File: src/rtl/xlat_pkg.sv
`timescale 1ns/1ps
package xlat_pkg;
    typedef enum logic [1:0] {
        XS_IDLE,
        XS_CHECK,
        XS_WALK,
        XS_DATA
    } xl_state_e;
endpackage

File: src/rtl/xlat_tlb.sv
`timescale 1ns/1ps
module xlat_tlb #(
    parameter int N       = 8,
    parameter int VPN_W   = 8,
    parameter int FRAME_W = 8,
    localparam int IDX_W  = (N > 1) ? $clog2(N) : 1
) (
    input  logic               clk,
    input  logic               rst_n,
    input  logic               flush,
    input  logic [VPN_W-1:0]   lk_vpn,
    output logic [N-1:0]       hit_vec,
    output logic               hit,
    output logic [IDX_W-1:0]   hit_idx,
    output logic [FRAME_W-1:0] hit_frame,
    output logic               hit_ro,
    output logic               hit_dirty,
    output logic [N-1:0]       valid_vec,
    input  logic               fill_en,
    input  logic [IDX_W-1:0]   fill_idx,
    input  logic [VPN_W-1:0]   fill_vpn,
    input  logic [FRAME_W-1:0] fill_frame,
    input  logic               fill_ro,
    input  logic               fill_dirty,
    input  logic               mark_en,
    input  logic [IDX_W-1:0]   mark_idx
);
    typedef struct packed {
        logic               v;
        logic [VPN_W-1:0]   vpn;
        logic [FRAME_W-1:0] frame;
        logic               ro;
        logic               dirty;
    } ent_t;

    ent_t ent_q [N];
    ent_t ent_d [N];

    // parallel compare of every entry against the page number
    for (genvar g = 0; g < N; g++) begin : g_cmp
        assign hit_vec[g]   = ent_q[g].v && (ent_q[g].vpn == lk_vpn);
        assign valid_vec[g] = ent_q[g].v;
    end

    assign hit = |hit_vec;

    always_comb begin
        hit_idx   = '0;
        hit_frame = '0;
        hit_ro    = 1'b0;
        hit_dirty = 1'b0;
        for (int i = 0; i < N; i++) begin
            if (hit_vec[i]) begin
                hit_idx   = IDX_W'(i);
                hit_frame = ent_q[i].frame;
                hit_ro    = ent_q[i].ro;
                hit_dirty = ent_q[i].dirty;
            end
        end
    end

    always_comb begin
        for (int i = 0; i < N; i++) begin
            ent_d[i] = ent_q[i];
            if (flush) ent_d[i].v = 1'b0;
        end
        if (mark_en) ent_d[mark_idx].dirty = 1'b1;
        if (fill_en) begin
            ent_d[fill_idx].v     = 1'b1;
            ent_d[fill_idx].vpn   = fill_vpn;
            ent_d[fill_idx].frame = fill_frame;
            ent_d[fill_idx].ro    = fill_ro;
            ent_d[fill_idx].dirty = fill_dirty;
        end
    end

    always_ff @(posedge clk or negedge rst_n) begin
        if (!rst_n) begin
            for (int i = 0; i < N; i++) ent_q[i] <= '0;
        end else begin
            for (int i = 0; i < N; i++) ent_q[i] <= ent_d[i];
        end
    end
endmodule

File: src/rtl/xlat_victim.sv
`timescale 1ns/1ps
module xlat_victim #(
    parameter int N      = 8,
    localparam int IDX_W = (N > 1) ? $clog2(N) : 1
) (
    input  logic [N-1:0]     valid_vec,
    input  logic [IDX_W-1:0] rr_ptr,
    output logic [IDX_W-1:0] victim,
    output logic             all_full
);
    logic found;

    always_comb begin
        all_full = &valid_vec;
        victim   = rr_ptr;
        found    = 1'b0;
        for (int i = 0; i < N; i++) begin
            if (!found && !valid_vec[i]) begin
                victim = IDX_W'(i);
                found  = 1'b1;
            end
        end
    end
endmodule

File: src/rtl/xlat_top.sv
`timescale 1ns/1ps
module xlat_top #(
    parameter int LA_W   = 12,
    parameter int OFF_W  = 4,
    parameter int PA_W   = 12,
    parameter int DW     = 16,
    parameter int TLB_N  = 8,
    localparam int VPN_W   = LA_W - OFF_W,
    localparam int FRAME_W = PA_W - OFF_W,
    localparam int IDX_W   = (TLB_N > 1) ? $clog2(TLB_N) : 1
) (
    input  logic             clk,
    input  logic             rst_n,
    input  logic [PA_W-1:0]  cfg_ptbase,
    input  logic [VPN_W:0]   cfg_ptlen,
    input  logic             tlb_flush,
    input  logic             xl_req,
    input  logic             xl_we,
    input  logic [LA_W-1:0]  xl_laddr,
    input  logic [DW-1:0]    xl_wdata,
    output logic             xl_done,
    output logic [PA_W-1:0]  xl_paddr,
    output logic [DW-1:0]    xl_rdata,
    output logic             xl_dirty,
    output logic             xl_fault_range,
    output logic             xl_fault_ro,
    output logic             mem_req,
    output logic             mem_we,
    output logic [PA_W-1:0]  mem_addr,
    output logic [DW-1:0]    mem_wdata,
    input  logic [DW-1:0]    mem_rdata
);
    import xlat_pkg::*;

    // page table entry layout: frame low, read-only at top bit, dirty below it
    localparam int PTE_RO  = DW - 1;
    localparam int PTE_DTY = DW - 2;

    typedef struct packed {
        xl_state_e          st;
        logic [VPN_W-1:0]   vpn;
        logic [OFF_W-1:0]   off;
        logic               we;
        logic [DW-1:0]      wdata;
        logic               done;
        logic [PA_W-1:0]    paddr;
        logic [DW-1:0]      rdata;
        logic               dirty;
        logic               f_range;
        logic               f_ro;
        logic [IDX_W-1:0]   rr;
    } st_t;

    st_t s_q, s_d;

    logic [TLB_N-1:0]   hit_vec, valid_vec;
    logic               hit, hit_ro, hit_dirty, all_full;
    logic [IDX_W-1:0]   hit_idx, vic_idx;
    logic [FRAME_W-1:0] hit_frame;
    logic               fill_en, fill_dirty, mark_en;
    logic [FRAME_W-1:0] pte_frame;
    logic               pte_ro, pte_dirty;
    logic               out_of_range;

    assign pte_frame    = mem_rdata[FRAME_W-1:0];
    assign pte_ro       = mem_rdata[PTE_RO];
    assign pte_dirty    = mem_rdata[PTE_DTY];
    assign out_of_range = ({1'b0, s_q.vpn} >= cfg_ptlen);

    xlat_tlb #(.N(TLB_N), .VPN_W(VPN_W), .FRAME_W(FRAME_W)) u_tlb (
        .clk        (clk),
        .rst_n      (rst_n),
        .flush      (tlb_flush),
        .lk_vpn     (s_q.vpn),
        .hit_vec    (hit_vec),
        .hit        (hit),
        .hit_idx    (hit_idx),
        .hit_frame  (hit_frame),
        .hit_ro     (hit_ro),
        .hit_dirty  (hit_dirty),
        .valid_vec  (valid_vec),
        .fill_en    (fill_en),
        .fill_idx   (vic_idx),
        .fill_vpn   (s_q.vpn),
        .fill_frame (pte_frame),
        .fill_ro    (pte_ro),
        .fill_dirty (fill_dirty),
        .mark_en    (mark_en),
        .mark_idx   (hit_idx)
    );

    xlat_victim #(.N(TLB_N)) u_vic (
        .valid_vec (valid_vec),
        .rr_ptr    (s_q.rr),
        .victim    (vic_idx),
        .all_full  (all_full)
    );

    always_comb begin
        s_d        = s_q;
        s_d.done   = 1'b0;
        mem_req    = 1'b0;
        mem_we     = 1'b0;
        mem_addr   = '0;
        mem_wdata  = s_q.wdata;
        fill_en    = 1'b0;
        fill_dirty = pte_dirty;
        mark_en    = 1'b0;

        unique case (s_q.st)
            XS_IDLE: begin
                if (xl_req) begin
                    s_d.st    = XS_CHECK;
                    s_d.vpn   = xl_laddr[LA_W-1:OFF_W];
                    s_d.off   = xl_laddr[OFF_W-1:0];
                    s_d.we    = xl_we;
                    s_d.wdata = xl_wdata;
                end
            end
            XS_CHECK: begin
                if (out_of_range) begin
                    s_d.done    = 1'b1;
                    s_d.f_range = 1'b1;
                    s_d.f_ro    = 1'b0;
                    s_d.st      = XS_IDLE;
                end else if (hit) begin
                    if (s_q.we && hit_ro) begin
                        s_d.done    = 1'b1;
                        s_d.f_range = 1'b0;
                        s_d.f_ro    = 1'b1;
                        s_d.st      = XS_IDLE;
                    end else begin
                        mem_req   = 1'b1;
                        mem_we    = s_q.we;
                        mem_addr  = {hit_frame, s_q.off};
                        mark_en   = s_q.we;
                        s_d.paddr = {hit_frame, s_q.off};
                        s_d.dirty = hit_dirty | s_q.we;
                        s_d.st    = XS_DATA;
                    end
                end else begin
                    mem_req  = 1'b1;
                    mem_addr = cfg_ptbase + PA_W'(s_q.vpn);
                    s_d.st   = XS_WALK;
                end
            end
            XS_WALK: begin
                fill_en = 1'b1;
                if (all_full) begin
                    s_d.rr = (s_q.rr == IDX_W'(TLB_N - 1)) ? '0 : s_q.rr + 1'b1;
                end
                if (s_q.we && pte_ro) begin
                    s_d.done    = 1'b1;
                    s_d.f_range = 1'b0;
                    s_d.f_ro    = 1'b1;
                    s_d.st      = XS_IDLE;
                end else begin
                    fill_dirty = pte_dirty | s_q.we;
                    mem_req    = 1'b1;
                    mem_we     = s_q.we;
                    mem_addr   = {pte_frame, s_q.off};
                    s_d.paddr  = {pte_frame, s_q.off};
                    s_d.dirty  = pte_dirty | s_q.we;
                    s_d.st     = XS_DATA;
                end
            end
            XS_DATA: begin
                s_d.done    = 1'b1;
                s_d.rdata   = mem_rdata;
                s_d.f_range = 1'b0;
                s_d.f_ro    = 1'b0;
                s_d.st      = XS_IDLE;
            end
            default: s_d.st = XS_IDLE;
        endcase

        if (tlb_flush) s_d.rr = '0;
    end

    always_ff @(posedge clk or negedge rst_n) begin
        if (!rst_n) begin
            s_q    <= '0;
            s_q.st <= XS_IDLE;
        end else begin
            s_q <= s_d;
        end
    end

    assign xl_done        = s_q.done;
    assign xl_paddr       = s_q.paddr;
    assign xl_rdata       = s_q.rdata;
    assign xl_dirty       = s_q.dirty;
    assign xl_fault_range = s_q.f_range;
    assign xl_fault_ro    = s_q.f_ro;
endmodule

File: config.mk
export PLATFORM = sky130hd
export DESIGN_NAME = xlat_top
export DESIGN_NICKNAME = d
export VERILOG_FILES = /design/src/rtl/xlat_pkg.sv /design/src/rtl/xlat_tlb.sv /design/src/rtl/xlat_victim.sv /design/src/rtl/xlat_top.sv
export SDC_FILE = /design/constraint.sdc
export NUM_CORES = 1
export LEC_CHECK = 0
export ABC_AREA = 0
export ABC_CLOCK_PERIOD_IN_PS = 3700
export CAP_MARGIN = 20
export CORE_MARGIN = 2
export CORE_UTILIZATION = 57
export CTS_BUF_LIST = sky130_fd_sc_hd__clkbuf_8 sky130_fd_sc_hd__clkbuf_16
export DETAILED_ROUTE_END_ITERATION = 8
export GPL_TIMING_DRIVEN = 0
export PLACE_DENSITY = 0.79
export SYNTH_ARGS = -nofsm -noshare
export SYNTH_HDL_FRONTEND = slang
export SYNTH_SLANG_ARGS = --single-unit
File: constraint.sdc
create_clock -name clk -period 3.7 [get_ports clk]
set_input_delay 0.555 -clock clk [delete_from_list [all_inputs] [get_ports clk]]
set_output_delay 0.555 -clock clk [all_outputs]
set_load 0.005 [all_outputs]
## Word level (Yosys, flattened, before mapping)

Index checks and enable logic that the tools add are counted.

| storage, ports and cells | value |
|---|---|
| bits of input ports | 70 |
| flip-flop bits (word level) | 218 |
| logic and storage cells | 247 |
| output and inout port bits | 62 |

| cells by class | value |
|---|---|
| bitwise logic cells | 4 |
| multiplexer cells | 121 |
| equality and inequality tests | 20 |
| magnitude comparators | 5 |
| $add $sub $neg | 2 |
| reductions and logical operators | 43 |

Operator list:

| kind | count |
|---|---|
| 152-bit bitwise mux | 6 |
| 19-bit demux with 3-bit select | 6 |
| 152-bit two-way mux | 2 |
| 12-bit two-way mux | 7 |
| 8-bit equality test | 8 |
| 8-bit two-way mux | 8 |
| 1-bit two-way mux | 52 |
| 3-bit two-way mux | 17 |
| 12-bit case mux with 2 select lines | 2 |
| 31-bit two-way mux | 1 |
| 2-bit two-way mux | 10 |
| 1-bit logical AND | 19 |
| 19-bit two-way mux | 1 |
| 18-bit two-way mux | 1 |
| 1-bit logical NOT | 13 |
| 13-bit two-way mux | 1 |
| 12-bit by 8-bit adder with 12-bit output | 1 |
| 2-bit != test, second input constant | 6 |
| 10-bit two-way mux | 1 |
| 8-bit by 9-bit >= comparator with 1-bit output | 1 |
| 4-bit >= comparator, second input constant | 2 |
| 4-bit by 1-bit less-than comparator with 1-bit output, second input constant | 2 |
| 3-bit NOT with 4-bit output | 2 |
| 2-bit case mux with 4 select lines | 1 |
| 17 further kinds | 25 |

## Logic depth before layout (Yosys ltp)

| depth | value |
|---|---|
| word-level depth | 32 |
| depth in mapped cells | 13 |
| depth with buffers taken out | 10 |

## Modules after synthesis

Synthesis repeated with hierarchy kept, for this count alone.

| second synthesis, totals | value |
|---|---|
| cells, all modules | 1035 |
| area, all modules | 11642.4 µm² |

By module, submodules not included:

| module | instances | cells each | area each (µm²) | sequential area each (µm²) |
|---|---|---|---|---|
| xlat_tlb | 1 | 646 | 7537.2 | 3803.6 |
| xlat_top | 1 | 371 | 4010.1 | 1651.6 |
| xlat_victim | 1 | 18 | 95.1 | 0.0 |

## Worst setup path before layout

No wires, ideal clock.

| timing | value |
|---|---|
| path type | input to output |
| from | in cfg_ptbase[0] |
| to | out mem_addr[8] |
| arrival | 2.584 ns |
| stages on the path | 9 |
| required time | 3.145 ns |
| slack | 0.561 ns |
| path buffers | 0 |
| path through | ha_1 fa_1 a21o_1 a21oi_1 o21ai_0 o41ai_1 xnor2_1 a32o_1 a31o_2 |

| on the way | value |
|---|---|
| word-level cells in the longest chain between the ends | 4 |

Ends and longest elaborated chain:

| what | RTL line | source |
|---|---|---|
| from (decl) | xlat_top.sv:14 | `input logic [PA_W-1:0] cfg_ptbase,` |
| 12-bit by 8-bit adder with 12-bit output | xlat_top.sv:143 | `mem_addr = cfg_ptbase + PA_W'(s_q.vpn);` |
| 12-bit two-way mux | xlat_top.sv:126 | `end else if (hit) begin` |
| 12-bit two-way mux | xlat_top.sv:121 | `if (out_of_range) begin` |
| 12-bit case mux with 2 select lines | xlat_top.sv:110 | `unique case (s_q.st)` |
| to (decl) | xlat_top.sv:29 | `output logic [PA_W-1:0] mem_addr,` |

No other way between the ends.

## Worst setup path in the final report

| timing | value |
|---|---|
| from | reg s_q[61] in the netlist's numbering |
| to | out mem_addr[2] |

| on the way | value |
|---|---|
| word-level cells in the longest chain between the ends | 15 |
| elaborated cells between the ends (all ways) | 31 |
| those cells by class | order compare (1); eq/ne (8); mux (12); reduce/logical (10) |

Ends and longest elaborated chain:

| what | RTL line | source |
|---|---|---|
| from (decl) | xlat_top.sv:54 | `st_t s_q, s_d;` |
| 8-bit equality test | xlat_tlb.sv:41 | `assign hit_vec[g] = ent_q[g].v && (ent_q[g].vpn == lk_vpn);` |
| 1-bit logical AND | xlat_tlb.sv:41 |  |
| 1-bit two-way mux (8 in a row) | xlat_tlb.sv:53 | `if (hit_vec[i]) begin` |
| 1-bit logical AND | xlat_top.sv:127 | `if (s_q.we && hit_ro) begin` |
| 12-bit two-way mux | xlat_top.sv:127 |  |
| 12-bit two-way mux | xlat_top.sv:126 |  |
| 12-bit two-way mux * | xlat_top.sv:121 |  |
| 12-bit case mux with 2 select lines * | xlat_top.sv:110 |  |

Every way passes the cells marked *; elsewhere a longest branch is shown, timed or not.

==> reports/summary.txt <==
Status: complete, but fails checks
Violated checks: negative setup slack
Synth Register Bits: 218
Switching share of power: 36.6%
Initial core utilization: 58.2%
DRC: 0
Area of the mapped netlist: 0.0118 mm2
Yosys warns: 0
CTS max path bufs: 3
Total gr overflow: 0
Critical path class: reg -> out
Row count: 52
Total GRT Usage: 30.1%
Vias in the first global route: 9356
Num CTS Buffers: 23
Worst hold slack: 0.0379 ns
Io pins: 132
Drt wl/cell: 23.5 um
Final #Nets: 1390
Crit path required time: 3.14 ns
TritonCTS clock tree: yes
First-pass GRT wire length: 51.5 mm
Int Power: 7.63 mW
Post-Syn Area per Cell: 11.3 um2
IO buf count: 131
Largest net degree at the start of global routing: 125
Reg power frac: 30.0%
Fraction of layout cells with a size suffix above 1: 40.4%
Wl on met1: 14.2 mm
Synth cell types: 74
DIE AREA: 0.0218 mm2
Critical path launch point type: flip-flop
R2R setup slack: 0.27 ns
Leakage power: 7.15 nW
Pwr/cell area: 760 mW/mm2
Share of the yosys chip area belonging to registers: 46.3%
Worst relative slew slack: 50.5%
Post-layout min period: 4.04 ns
Asr flop ratio synth: 100%
Peak VDD IR: 0.000526 V
Syn-to-layout area delta: 34.5%
Final Hold Fails: 0
Top layer in use: met4
Core Area: 0.0202 mm2
RSZ-0062 raised after global routing: true
Worst Path Max Fanout: 8
Final setup margin: -0.339 ns
GP Congestion: 0.911
CP Capture Type: output port
Synthesized Nets: 1138
Routed wl met3: 2.72 mm
Worst Max-Slew Pin Slew: 0.743 ns
1st-pass router iterations: 6
Combinational power share: 51.3%
Setup TNS: -4.03 ns
Clock skew: 0.0120 ns
Drt first-iter violations: 1000
Clock Root Buffer: clkbuf_16
Detailed placement HPWL: 21.5 mm
Net Switching: 4.40 mW
Multi-input gate area: 0.00619 mm2
Max-slew violation count: 0
Primary FF master, synth: dfrtp_1
R2R Path Start: s_q[61]
Chip Height: 148 um
Filler cells: 1192
Final Cycle Share: 109%
Met2 WL post-DR: 18.1 mm
HP Class: in -> async
Clk_lat worst skew: 0.52 ns
Antenna violations before repair: 0
Number of antenna diodes: 0
Launch point of the worst path: s_q[61]
H-Tree Level Count: 1
Routed wire length: 37.2 mm
Setup violators final: 14
Sink Count: 218
Cells after synthesis: 1045
MaxCap Viol Count: 0
CTS clk-pin slew, worst paths: 0.06 ns
Worst EP arrival: 3.48 ns
EDFF count, synth: 0
Die width: 148 um
Fmax: 248 MHz
Vias/cell: 6.22
Post-DRT Antenna Nets: 0
Via count: 9826
Reg area: 0.00546 mm2
DP Worst Slack: -0.781 ns
Clock power share: 18.7%
placed cells by master, fill, tap and decap left out, types with 9 or more instances in the layout:
cell type	instances
clkdlybuf4s50_1	116
a21oi_1	19
clkbuf_1	26
buf_6	33
nand3_1	23
xnor2_1	37
nand2_1	57
mux2_2	177
buf_4	123
buf_8	10
buf_2	22
clkbuf_16	23
o21ai_0	32
xnor2_2	14
ha_1	21
nor3_1	10
a21o_1	9
dfrtp_1	216
mux2i_1	19
nand4_1	13
xor2_1	12
nor2_1	36
nor3_4	9
inv_1	32
repair_timing:
| action | CTS | global route |
|---|---|---|
| endpoints found under the setup margin | 14 | 14 |
| gates resized for setup | 177 | 74 |
| pin swaps | 45 | 61 |
| buffers inserted | 66 | 34 |
| hold buffers | 0 | 0 |
cells in the mapped netlist (7+ instances only):
cell        n  share of area [%]
nor2b_1     8               0.43
mux2_2    177                 17
a31oi_1     8               0.43
clkbuf_1   34                1.1
buf_4      48                3.1
buf_2      21               0.89
nor3_1     20               0.85
ha_1       22                2.3
a21o_1      9               0.57
nand2_1    62                2.0
o21ai_0    34                1.4
inv_1      30               0.96
or3_1       9               0.48
nand3_1    29                1.2
dfrtp_1   218                 46
nor2_1     38                1.2
nor4_1      7               0.37
a21oi_1    28                1.2
nand4_1    13               0.69
xnor2_1    54                4.0
mux2i_1    20                1.7
o211ai_1    7               0.45
buf_6      11                1.1
xor2_1     18                1.3
final timing paths:
| path | endpoint | depth (start not counted) |
|---|---|---|
| max in group asynchronous | u_tlb.ent_q[127] | 2 |
| worst min-delay path | xl_rdata[8] | 1 |
| worst max register to register | xl_paddr[7] | 15 |
| min in group clk | u_tlb.ent_q[45] | 1 |
| worst min register to register | u_tlb.ent_q[45] | 1 |
| worst max-delay path | mem_addr[2] | 13 |
cell type report:
cell class | instances | area share, %
clock buffer | 31 | 4.33
sequential | 218 | 34.4
clock inverter | 8 | 0.253
timing repair buffer | 230 | 13.6
buffer | 114 | 5.40
inverter | 31 | 0.758
multi-input combinational | 679 | 39.1
tap | 270 | 2.13
per-layer routing:
| layer | track usage (%) | up-vias |
|---|---|---|
| li1 | - | 4165 |
| met2 | 49.5 | 561 |
| met4 | 12.6 | 0 |
| met3 | 3.61 | 174 |
| met1 | 40.9 | 4926 |
| met5 | 0 | - |
stage by stage:
| stage | instances | utilization (%) | power, mW | cell area [um2] |
|---|---|---|---|---|
| floorplan | 1045 | - | 6.69 | 11800 |
| finish | 1581 | 78.3 | 12.0 | 15800 |
| detailed placement | 1447 | 66.5 | 8.35 | 13500 |
| global route | 1581 | 78.3 | 12.5 | 15800 |
| CTS | 1550 | 75.6 | 11.4 | 15300 |
| global placement | 1446 | 66.3 | 8.22 | 13400 |
state kept, by name, summed over array words and instances, names as in the netlist:
name / flops
xl_fault_ro: 1
mem_wdata: 16
u_tlb.ent_q: 144
xl_paddr: 12
u_tlb.valid_vec: 8
s_q: 18
xl_rdata: 16
xl_done: 1
xl_dirty: 1
xl_fault_range: 1
power by group through the flow:
stage / Clock (mW) / Combinational [mW] / Sequential (mW)
6_report: 2.25 / 6.17 / 3.61
5_1_grt: 2.34 / 6.50 / 3.68
4_1_cts: 2.24 / 5.56 / 3.56
3_5_place_dp: 0 / 4.76 / 3.59
3_3_place_gp: 0 / 4.66 / 3.57
2_1_floorplan: 0 / 3.23 / 3.47
worst max-delay path: stages, from the launching register on:
cell and delay (ns):
dfrtp_1 0.39, buf_6 0.16, xnor2_1 0.20, nand4_1 0.28, or3_1 0.46, buf_6 0.15, nand4_1 0.13, nand4_4 0.21
o211ai_4 0.28, buf_6 0.15, buf_4 0.13, nand4_1 0.09, a21oi_1 0.18, buf_2 0.15
cells by family (layout without fill, tap and decap cells):
group,after synthesis,after routing,synth area share (%)
AO/OA/AOI/OAI,161,161,9.56
XOR/XNOR,74,74,5.63
AND/OR/NAND/NOR,221,221,9.78
adder cells (fa/ha/maj),23,23,2.51
flip-flops,218,218,46.3
buffers and inverters,148,414,7.18
multiplexers,200,200,19.0
Note: power is estimated with default switching activity, not from simulation.
